File: config.mk
export PLATFORM = sky130hd
export DESIGN_NAME = opm_timer
export DESIGN_NICKNAME = d
export VERILOG_FILES = /design/src/rtl/opm_pkg.sv /design/src/rtl/opm_regs.sv /design/src/rtl/opm_counter.sv /design/src/rtl/opm_compare.sv /design/src/rtl/opm_timer.sv
export SDC_FILE = /design/constraint.sdc
export NUM_CORES = 1
export LEC_CHECK = 0
export BUFFER_PORTS_ARGS = -buffer_cell sky130_fd_sc_hd__clkbuf_2
export CAP_MARGIN = 20
export CORE_ASPECT_RATIO = 0.5
export CORE_MARGIN = 1
export CORE_UTILIZATION = 34
export CTS_CLUSTER_DIAMETER = 150
export DETAILED_ROUTE_END_ITERATION = 10
export GPL_TIMING_DRIVEN = 0
export HOLD_SLACK_MARGIN = 0.08
export PLACE_DENSITY = 0.56
export SLEW_MARGIN = 15
export SYNTH_ARGS = -nofsm -noshare
export SYNTH_HDL_FRONTEND = slang
export SYNTH_SLANG_ARGS = --single-unit
export TNS_END_PERCENT = 50
File: constraint.sdc
create_clock -name clk -period 2 [get_ports clk]
set_input_delay 0.3 -clock clk [delete_from_list [all_inputs] [get_ports clk]]
set_output_delay 0.3 -clock clk [all_outputs]
set_load 0.01 [all_outputs]
File: src/rtl/opm_pkg.sv
package opm_pkg;

    typedef enum logic [2:0] {
        OCM_HOLD     = 3'b000,
        OCM_FORCE_LO = 3'b100,
        OCM_FORCE_HI = 3'b101,
        OCM_PWM1     = 3'b110,
        OCM_PWM2     = 3'b111
    } oc_mode_e;

    typedef enum logic {
        CNT_UP   = 1'b0,
        CNT_DOWN = 1'b1
    } cnt_dir_e;

    // index of each programmable register in the register bank
    localparam int REG_RELOAD  = 0;
    localparam int REG_COMPARE = 1;
    localparam int NUM_REGS    = 2;

    typedef struct packed {
        logic run;    // counter armed
        logic wrap;   // rollover happens at this edge
        logic event_now; // update event happens at this edge
    } cnt_stat_t;

    function automatic logic is_pwm(oc_mode_e m);
        return (m == OCM_PWM1) || (m == OCM_PWM2);
    endfunction

    // level the reference takes right after a compare match
    function automatic logic match_level(oc_mode_e m, cnt_dir_e d);
        return (m == OCM_PWM2) ^ (d == CNT_DOWN);
    endfunction

    function automatic logic pwm_level(oc_mode_e m, logic past);
        return (m == OCM_PWM2) ? past : !past;
    endfunction

endpackage

File: src/rtl/opm_regs.sv
module opm_regs
    import opm_pkg::*;
#(
    parameter int CNT_W = 16
) (
    input  logic             clk,
    input  logic             rst,
    input  logic             wr_arr,
    input  logic             wr_ccr,
    input  logic             arr_pe,
    input  logic             ccr_pe,
    input  logic [CNT_W-1:0] wdata,
    input  logic             load,
    output logic [CNT_W-1:0] arr_act,
    output logic [CNT_W-1:0] arr_nxt,
    output logic [CNT_W-1:0] ccr_act
);

    logic [NUM_REGS-1:0]            wr;
    logic [NUM_REGS-1:0]            pe;
    logic [NUM_REGS-1:0][CNT_W-1:0] shadow_q;
    logic [NUM_REGS-1:0][CNT_W-1:0] act_q;
    logic [NUM_REGS-1:0][CNT_W-1:0] act_d;

    assign wr[REG_RELOAD]  = wr_arr;
    assign wr[REG_COMPARE] = wr_ccr;
    assign pe[REG_RELOAD]  = arr_pe;
    assign pe[REG_COMPARE] = ccr_pe;

    for (genvar i = 0; i < NUM_REGS; i++) begin : g_reg
        localparam logic [CNT_W-1:0] RST_VAL = (i == REG_RELOAD) ? '1 : '0;

        always_comb begin
            act_d[i] = act_q[i];
            if (wr[i] && !pe[i]) begin
                act_d[i] = wdata;
            end else if (load) begin
                act_d[i] = wr[i] ? wdata : shadow_q[i];
            end
        end

        always_ff @(posedge clk) begin
            if (rst) begin
                shadow_q[i] <= RST_VAL;
                act_q[i]    <= RST_VAL;
            end else begin
                if (wr[i]) begin
                    shadow_q[i] <= wdata;
                end
                act_q[i] <= act_d[i];
            end
        end
    end

    assign arr_act = act_q[REG_RELOAD];
    assign arr_nxt = act_d[REG_RELOAD];
    assign ccr_act = act_q[REG_COMPARE];

endmodule

File: src/rtl/opm_counter.sv
module opm_counter
    import opm_pkg::*;
#(
    parameter int CNT_W = 16
) (
    input  logic             clk,
    input  logic             rst,
    input  logic             tick_en,
    input  logic             trig,
    input  logic             ug,
    input  logic             one_shot,
    input  cnt_dir_e         dir,
    input  logic [CNT_W-1:0] arr_act,
    input  logic [CNT_W-1:0] arr_nxt,
    output logic [CNT_W-1:0] cnt,
    output cnt_stat_t        stat,
    output logic             uev
);

    localparam logic [CNT_W-1:0] ONE = CNT_W'(1);

    logic [CNT_W-1:0] cnt_q, cnt_d, restart_val;
    logic             run_q, run_d, uev_q;
    logic             step, wrap, evt;

    always_comb begin
        step        = run_q & tick_en;
        wrap        = step & ((dir == CNT_DOWN) ? (cnt_q == '0) : (cnt_q == arr_act));
        evt         = ug | wrap;
        restart_val = (dir == CNT_DOWN) ? arr_nxt : '0;

        if (evt) begin
            cnt_d = restart_val;
        end else if (step) begin
            cnt_d = (dir == CNT_DOWN) ? cnt_q - ONE : cnt_q + ONE;
        end else begin
            cnt_d = cnt_q;
        end

        // a new trigger outranks the single-shot disarm
        if (trig) begin
            run_d = 1'b1;
        end else if (one_shot && wrap) begin
            run_d = 1'b0;
        end else begin
            run_d = run_q;
        end
    end

    always_ff @(posedge clk) begin
        if (rst) begin
            cnt_q <= '0;
            run_q <= 1'b0;
            uev_q <= 1'b0;
        end else begin
            cnt_q <= cnt_d;
            run_q <= run_d;
            uev_q <= evt;
        end
    end

    assign cnt            = cnt_q;
    assign uev            = uev_q;
    assign stat.run       = run_q;
    assign stat.wrap      = wrap;
    assign stat.event_now = evt;

endmodule

File: src/rtl/opm_compare.sv
module opm_compare
    import opm_pkg::*;
#(
    parameter int CNT_W = 16
) (
    input  logic             clk,
    input  logic             rst,
    input  logic [CNT_W-1:0] cnt,
    input  logic [CNT_W-1:0] ccr,
    input  oc_mode_e         mode,
    input  cnt_dir_e         dir,
    input  logic             trig,
    input  logic             fast_en,
    input  logic             evt,
    output logic             oc_ref
);

    logic ref_q, ref_d;
    logic hold_q, hold_d;
    logic past, fast_set, forced;

    always_comb begin
        past     = (dir == CNT_DOWN) ? (cnt > ccr) : (cnt >= ccr);
        fast_set = trig & fast_en & is_pwm(mode);
        forced   = match_level(mode, dir);

        if (fast_set) begin
            hold_d = 1'b1;
        end else if (evt) begin
            hold_d = 1'b0;
        end else begin
            hold_d = hold_q;
        end

        case (mode)
            OCM_FORCE_LO: ref_d = 1'b0;
            OCM_FORCE_HI: ref_d = 1'b1;
            OCM_PWM1,
            OCM_PWM2:     ref_d = (fast_set || hold_q) ? forced : pwm_level(mode, past);
            default:      ref_d = ref_q;
        endcase
    end

    always_ff @(posedge clk) begin
        if (rst) begin
            ref_q  <= 1'b0;
            hold_q <= 1'b0;
        end else begin
            ref_q  <= ref_d;
            hold_q <= hold_d;
        end
    end

    assign oc_ref = ref_q;

endmodule

File: src/rtl/opm_timer.sv
module opm_timer
    import opm_pkg::*;
#(
    parameter int CNT_W = 16
) (
    input  logic             clk,
    input  logic             rst,
    input  logic             tick_en,
    input  logic             trig,
    input  logic             one_shot,
    input  logic             dir_down,
    input  logic [2:0]       oc_mode,
    input  logic             fast_en,
    input  logic             polarity,
    input  logic             arr_pe,
    input  logic             ccr_pe,
    input  logic             wr_arr,
    input  logic             wr_ccr,
    input  logic [CNT_W-1:0] wr_data,
    input  logic             ug,
    output logic             oc_ref,
    output logic             oc_out,
    output logic             uev
);

    oc_mode_e         mode;
    cnt_dir_e         dir;
    cnt_stat_t        stat;
    logic [CNT_W-1:0] cnt;
    logic [CNT_W-1:0] arr_act, arr_nxt, ccr_act;
    logic             run, wrap, evt;

    assign mode = oc_mode_e'(oc_mode);
    assign dir  = cnt_dir_e'(dir_down);
    assign run  = stat.run;
    assign wrap = stat.wrap;
    assign evt  = stat.event_now;

    opm_regs #(.CNT_W(CNT_W)) u_regs (
        .clk     (clk),
        .rst     (rst),
        .wr_arr  (wr_arr),
        .wr_ccr  (wr_ccr),
        .arr_pe  (arr_pe),
        .ccr_pe  (ccr_pe),
        .wdata   (wr_data),
        .load    (evt),
        .arr_act (arr_act),
        .arr_nxt (arr_nxt),
        .ccr_act (ccr_act)
    );

    opm_counter #(.CNT_W(CNT_W)) u_cnt (
        .clk      (clk),
        .rst      (rst),
        .tick_en  (tick_en),
        .trig     (trig),
        .ug       (ug),
        .one_shot (one_shot),
        .dir      (dir),
        .arr_act  (arr_act),
        .arr_nxt  (arr_nxt),
        .cnt      (cnt),
        .stat     (stat),
        .uev      (uev)
    );

    opm_compare #(.CNT_W(CNT_W)) u_cmp (
        .clk     (clk),
        .rst     (rst),
        .cnt     (cnt),
        .ccr     (ccr_act),
        .mode    (mode),
        .dir     (dir),
        .trig    (trig),
        .fast_en (fast_en),
        .evt     (evt),
        .oc_ref  (oc_ref)
    );

    assign oc_out = oc_ref ^ polarity;

endmodule

==> results of run 1 <==
-- how the worst min path moves through the flow --
| stage | from | end | slack [ns] | depth (start not counted) |
|---|---|---|---|---|
| 6_report | wr_data[12] | u_regs.arr_act[12] | 0.24 | 2 |
| 4_1_cts | wr_data[0] | u_regs.shadow_q[0] | 0.23 | 2 |
| 3_3_place_gp | u_cmp.hold_q | u_cmp.hold_q | 0.44 | 2 |
| 2_1_floorplan | trig | u_cnt.run_q | 0.42 | 2 |
| 3_5_place_dp | u_cmp.hold_q | u_cmp.hold_q | 0.45 | 2 |
| 5_1_grt | wr_data[0] | u_regs.shadow_q[0] | 0.24 | 2 |
-- critical path, stage by stage, from the launching register on --
cell and delay (ns):
dfxtp_4 0.41, ha_2 0.33, a21oi_2 0.19, o21ai_1 0.13, a22oi_2 0.18, and2_4 0.21
o41ai_4 0.08, or4_1 0.47, nand3_1 0.09
-- registers in the layout, indices dropped and copies added (netlist names) --
name / count
u_cmp.oc_ref: 1
u_cnt.cnt: 16
u_regs.shadow_q: 32
u_cnt.run_q: 1
u_cnt.uev: 1
u_regs.ccr_act: 16
u_regs.arr_act: 16
u_cmp.hold_q: 1
-- power groups by stage --
| stage | Sequential [mW] | Combinational (mW) | Clock, mW |
|---|---|---|---|
| after CTS | 1.96 | 1.15 | 1.73 |
| final | 1.97 | 1.24 | 1.71 |
| after global placement | 1.98 | 0.997 | 0 |
| after global routing | 1.98 | 1.36 | 1.82 |
| after floorplan | 1.93 | 0.742 | 0 |
| after detailed placement | 1.99 | 1.01 | 0 |
-- synth_stat cells (all sizes together), types with 2 or more instances --
cell type  count  area [µm²]
a211oi        25         188
a311oi         7        61.3
o221ai         3        26.3
nor4           4        46.3
o21bai        17         128
a31oi          6        52.6
a21boi         8        71.3
o21ai         14        70.1
o311ai         2        17.5
nand3          8        40.0
a21oi         37         189
mux2i         17         170
nor2b          4        25.0
and2           2        15.0
nand2b        27         169
nor2          63         236
xor2           8        70.1
o41ai          2        17.5
nand2         38         143
inv           25        93.8
ha            30         375
a221o         15         150
xnor2         17         149
buf           10        61.3
o21a           2        15.0
a21o           3        22.5
a2111oi        2        17.5
nand4          9        62.6
nor3           6        30.0
clkbuf        17        63.8
dfxtp         84        1680
nand3b        11        82.6
-- routing by layer --
metal / vias to the layer above / global-route usage / routed length [µm]
met4: 0 / 0.0479 / 130
met5: - / 0 / 0
met1: 2086 / 0.315 / 7620
met2: 128 / 0.311 / 6250
met3: 12 / 0.0438 / 866
li1: 2084 / - / -
-- repair_timing --
| action | in CTS | in global routing |
|---|---|---|
| resized for setup | 95 | 28 |
| gates cloned | 2 | 1 |
| setup buffers | 10 | 6 |
| endpoints found under the setup margin | 51 | 52 |
| pin swaps | 33 | 17 |
-- final cells by class --
class                   instances  share of cell area
inverters                      25              0.0162
plain buffers                  26              0.0289
repair buffers                 52              0.0580
flip-flops and latches         84               0.287
multi-input cells             404               0.521
well taps                     186              0.0387
clock inverters                 5             0.00832
clock buffers                  11              0.0420
-- logic make-up after synthesis --
family | Yosys count
simple gates | 179
compound gates | 151
mux | 18
flops | 84
xor+xnor | 25
buf+inv | 52
fa+ha+maj | 31
-- per-stage QoR --
stage	utilization	setup slack [ns]
after detailed placement	0.392	-1.11
after global placement	0.392	-1.11
after CTS	0.446	-0.167
after floorplan	-	-0.0402
final	0.459	-0.153
after global routing	0.459	-0.223
==> flow_metrics.tcl, run 1 <==
set metrics [dict create \
    finalSetupTns_ns -1.77 \
    r2r_end "u_cnt.cnt[15]" \
    drtAntennaViolNets 0 \
    clkPwrFrac 0.348 \
    route.detailed.drc 0 \
    cts_tree "yes" \
    p_int_mw 3.40 \
    htree_levels 3 \
    mostFrequentLayoutCells "dfxtp_1, nor2_1, clkbuf_2" \
    fin_skew_ns 0.0109 \
    drt_iter0_drc 315 \
    syn-cell-area_um2 4710 \
    cp-end-kind "flop" \
    min_path_type "primary input to flop" \
    tightest_slew_ns 0.761 \
    regArea_um2 1730 \
    hold_violations 0 \
    violations "setup timing" \
    cp-start-kind "flop" \
    die_h_um 85.2 \
    min_period_over_period 1.08 \
    ys_ff_latch 84 \
    area_growth_pct 27.8 \
    slew_viol_final 0 \
    setup_viol 31 \
    fin_crit_ns 2.15 \
    fin_nets 665 \
    synth_xor_area_frac 0.0465 \
    rr_worst_depth 8 \
    cp-endpoint "u_cnt.cnt[15]" \
    cts_hold_buf 0 \
    synth_mux_area_frac 0.0385 \
    numCtsBuffers 9 \
    synth_edf_count 0 \
    critPathLaunch "u_cnt.cnt[8]" \
    async_reset_ff_frac 0 \
    yosys.area_share.adder 0.0840 \
    netlist_instances 540 \
    grt_max_degree 14 \
    finalWorstSetupSlack_ns -0.153 \
    antenna_found_initial 0 \
    clock_sinks 84 \
    antenna_cells 0 \
    routed_wl_um 14900 \
    fp.dieArea_um2 14400 \
    yosysWarningCount 0 \
    portBuffers 33 \
    synth_compound_area_frac 0.232 \
    holdWs_ns 0.243 \
    yosys.area_share.simple 0.196 \
    synthFlopType "dfxtp_1" \
    required_ns 2.28 \
    status "finished with violations" \
    seq_area_frac_synth 0.357 \
    multi_input_area_um2 3140 \
    cp_data_arrival_time_ns 2.43 \
    pwr-share-comb 0.253 \
    clk_pin_slew_ns 0.07 \
    fillers 1274 \
    drtPass1Iterations 4 \
    total_power_mw 4.92 \
    grt_pass1_vias 4000 \
    peakVddDrop_mv 0.432 \
    switchingPower_mw 1.53 \
    path_class "flop to flop" \
    stdcell_count 793 \
    drive_above_1_share 0.257 \
    slew_headroom 0.493 \
    rows 29 \
    gp_congestion 0.808 \
    ios 35 \
    start_util 0.360 \
    switching_share 0.310 \
    vias_per_cell 5.44 \
    dpl_cell_area_um2 5130 \
    grt_first_pass_wirelength_um 22900 \
    track_usage 0.212 \
    wl_per_cell_um 18.7 \
    core_area_um2 13100 \
    reg2reg_setup_slack_ns -0.15 \
    grt_overflow 0 \
    synth_top_family_by_area "compound AO/OA/AOI/OAI gates" \
    drv_cap 0 \
    p_leak_nw 2.43 \
    finalInstanceArea_um2 6020 \
    clock_latency_ns 0.35 \
    synth_cell_types 58 \
    dp_cells 759 \
    synth_area_per_cell_um2 8.72 \
    r2r_start "u_cnt.cnt[8]" \
    vias 4310 \
    die_width_um 168 \
    final_common_cell "dfxtp_1" \
    rsz0062_at_grt "yes" \
    cts.path.max_buffers 2 \
    seqPwrFrac 0.399 \
    fmax_ghz 0.464 \
    root_buffer "clkbuf_16" \
    synth_nets 603 \
    cellPowerDensity_nw_per_um2 818 \
    dpl.hpwl_um 10700 \
    crit_path_max_fanout 5 \
]
No activity file was read; power rests on OpenSTA's default activity.
==> inputs of run 2 (changes only) <==
BUFFER_PORTS_ARGS = -buffer_cell sky130_fd_sc_hd__buf_4   (was -buffer_cell sky130_fd_sc_hd__clkbuf_2)
==> run 2 against run 1 <==
  * The flow still finishes with violations (setup timing)
  * Worst hold slack worse by 0.036 ns
  * Wire length up 2.3%
  * Largest cell class unchanged
  * Utilization up 3.2 points
  * Sequential power about the same
  * Worst setup slack better by 0.073 ns
  * Count of clock-buffer cells in the layout up 1
  * Clock power up 15%
  * Global-route usage up 0.56 points
  * Die area unchanged
  * Cell area up 6.9%
==> flow_metrics.tcl, run 2 (synthesized netlist as in run 1, its figures left out) <==
set metrics [dict create \
    status "finished with violations" \
    violations "setup timing" \
    slew_viol_final 0 \
    cts.path.max_buffers 2 \
    dp_cells 759 \
    clock_latency_ns 0.34 \
    crit_path_max_fanout 5 \
    clk_pin_slew_ns 0.06 \
    final_common_cell "dfxtp_1" \
    fp.dieArea_um2 14400 \
    routed_wl_um 15200 \
    cts_hold_buf 0 \
    reg2reg_setup_slack_ns -0.08 \
    p_leak_nw 2.57 \
    fin_nets 677 \
    required_ns 2.26 \
    rsz0062_at_grt "yes" \
    wl_per_cell_um 18.9 \
    largest_reg_flops 32 \
    numCtsBuffers 9 \
    finalSetupTns_ns -0.916 \
    finalInstanceArea_um2 6430 \
    root_buffer "clkbuf_16" \
    grt_pass1_vias 4050 \
    fin_skew_ns 0.00555 \
    drtPass1Iterations 4 \
    vias_per_cell 5.41 \
    htree_levels 3 \
    area_growth_pct 36.6 \
    cp-end-kind "flop" \
    portBuffers 33 \
    core_area_um2 13100 \
    setup_viol 22 \
    drive_above_1_share 0.292 \
    rows 29 \
    cellPowerDensity_nw_per_um2 830 \
    cts_tree "yes" \
    fillers 1231 \
    vias 4353 \
    critPathLaunch "u_cnt.cnt[6]" \
    drtAntennaViolNets 0 \
    fin_crit_ns 2.08 \
    antenna_cells 0 \
    stdcell_count 805 \
    cp-endpoint "u_cnt.cnt[6]" \
    grt_overflow 0 \
    total_power_mw 5.34 \
    cpMostUsedCell "buf_6" \
    cp_slowest_stage_delay_ns 0.36 \
    r2r_start "u_cnt.cnt[6]" \
    place_ws_ns -0.799 \
    finalWorstSetupSlack_ns -0.0794 \
    die_width_um 168 \
    r2r_end "u_cnt.cnt[6]" \
    track_usage 0.218 \
    cp_slowest_cell "dfxtp_4" \
    route.detailed.drc 0 \
    hold_violations 0 \
    rr_worst_depth 9 \
    clock_sinks 84 \
    drv_cap 0 \
    dpl_cell_area_um2 5220 \
    tightest_slew_ns 0.802 \
    min_path_type "primary input to flop" \
    crit_path_cell_trace "buf_6, xor2_1, nor4_2, nand4b_1, buf_6, buf_6, a211oi_4, a31oi_4, a211oi_2" \
    slew_headroom 0.466 \
    die_h_um 85.2 \
    cp-start-kind "flop" \
    antenna_found_initial 0 \
    holdWs_ns 0.207 \
    grt_first_pass_wirelength_um 23500 \
    drt_iter0_drc 323 \
    start_util 0.360 \
    peakVddDrop_mv 0.431 \
    min_period_over_period 1.04 \
    gp_congestion 0.861 \
    dpl.hpwl_um 10800 \
    fin_util 0.491 \
    ios 35 \
    path_class "flop to flop" \
    mostFrequentLayoutCells "dfxtp_1, nor2_1, buf_4" \
    max_flop_register "u_regs.shadow_q" \
    regArea_um2 1740 \
    fmax_ghz 0.481 \
    grt_max_degree 23 \
    cp_data_arrival_time_ns 2.34 \
    multi_input_area_um2 3270 \
]
==> run 2: cell count changes in the layout (fill, tap and decap cells not counted), moves of 3 or more <==
cell / delta
clkbuf_2: -32
xnor2_1: -4
clkinv_2: -3
buf_6: +3
xnor2_2: +3
dfxtp_4: +4
buf_4: +40
ha_1: -5
ha_2: +3
dfxtp_2: -3
==> run 2: where the power goes <==
| part | total, mW | switching, mW | internal, mW |
|---|---|---|---|
| sequential | 1.96 | 0.146 | 1.82 |
| clock | 1.97 | 0.679 | 1.29 |
| combinational | 1.41 | 0.751 | 0.660 |
==> run 2: final cells by class <==
class                           instances  area share
Timing Repair Buffer                   64      0.0897
Buffer                                 26      0.0261
Clock inverter                          4      0.0148
Inverter                               25      0.0156
Clock buffer                           12      0.0399
Sequential cell                        84       0.270
Multi-Input combinational cell        404       0.508
Tap cell                              186      0.0362
==> run 2: repair_timing <==
item                                    4_1_cts  5_1_grt
endpoints found under the setup margin       51       51
hold endpoints to repair                      0        0
pin swaps                                    33       25
resized for setup                            84       63
gates cloned                                  2        1
setup buffers                                17       11
==> run 2: worst min path at each step <==
stage          slack [ns]            to  cells past startpoint          from
6_report             0.21   u_cnt.run_q                      3          trig
3_5_place_dp         0.45  u_cmp.hold_q                      2  u_cmp.hold_q
3_3_place_gp         0.45  u_cmp.hold_q                      2  u_cmp.hold_q
4_1_cts              0.20   u_cnt.run_q                      3          trig
2_1_floorplan        0.42   u_cnt.run_q                      2          trig
5_1_grt              0.21   u_cnt.run_q                      3          trig
==> run 2: critical path: cells and delay by family (launching register included) <==
| kind | cells | cell delay (ns) |
|---|---|---|
| compound gates | 3 | 0.56 |
| simple gates | 2 | 0.48 |
| buf+inv | 3 | 0.42 |
| flops | 1 | 0.36 |
| xor+xnor | 1 | 0.16 |
==> run 2: routing by layer <==
layer,part of all wire,vias to the layer above,track usage
li1,-,2108,-
met1,0.50,2086,0.322
met2,0.41,138,0.315
met3,0.065,21,0.0471
met4,0.017,0,0.0603
met5,0,-,0
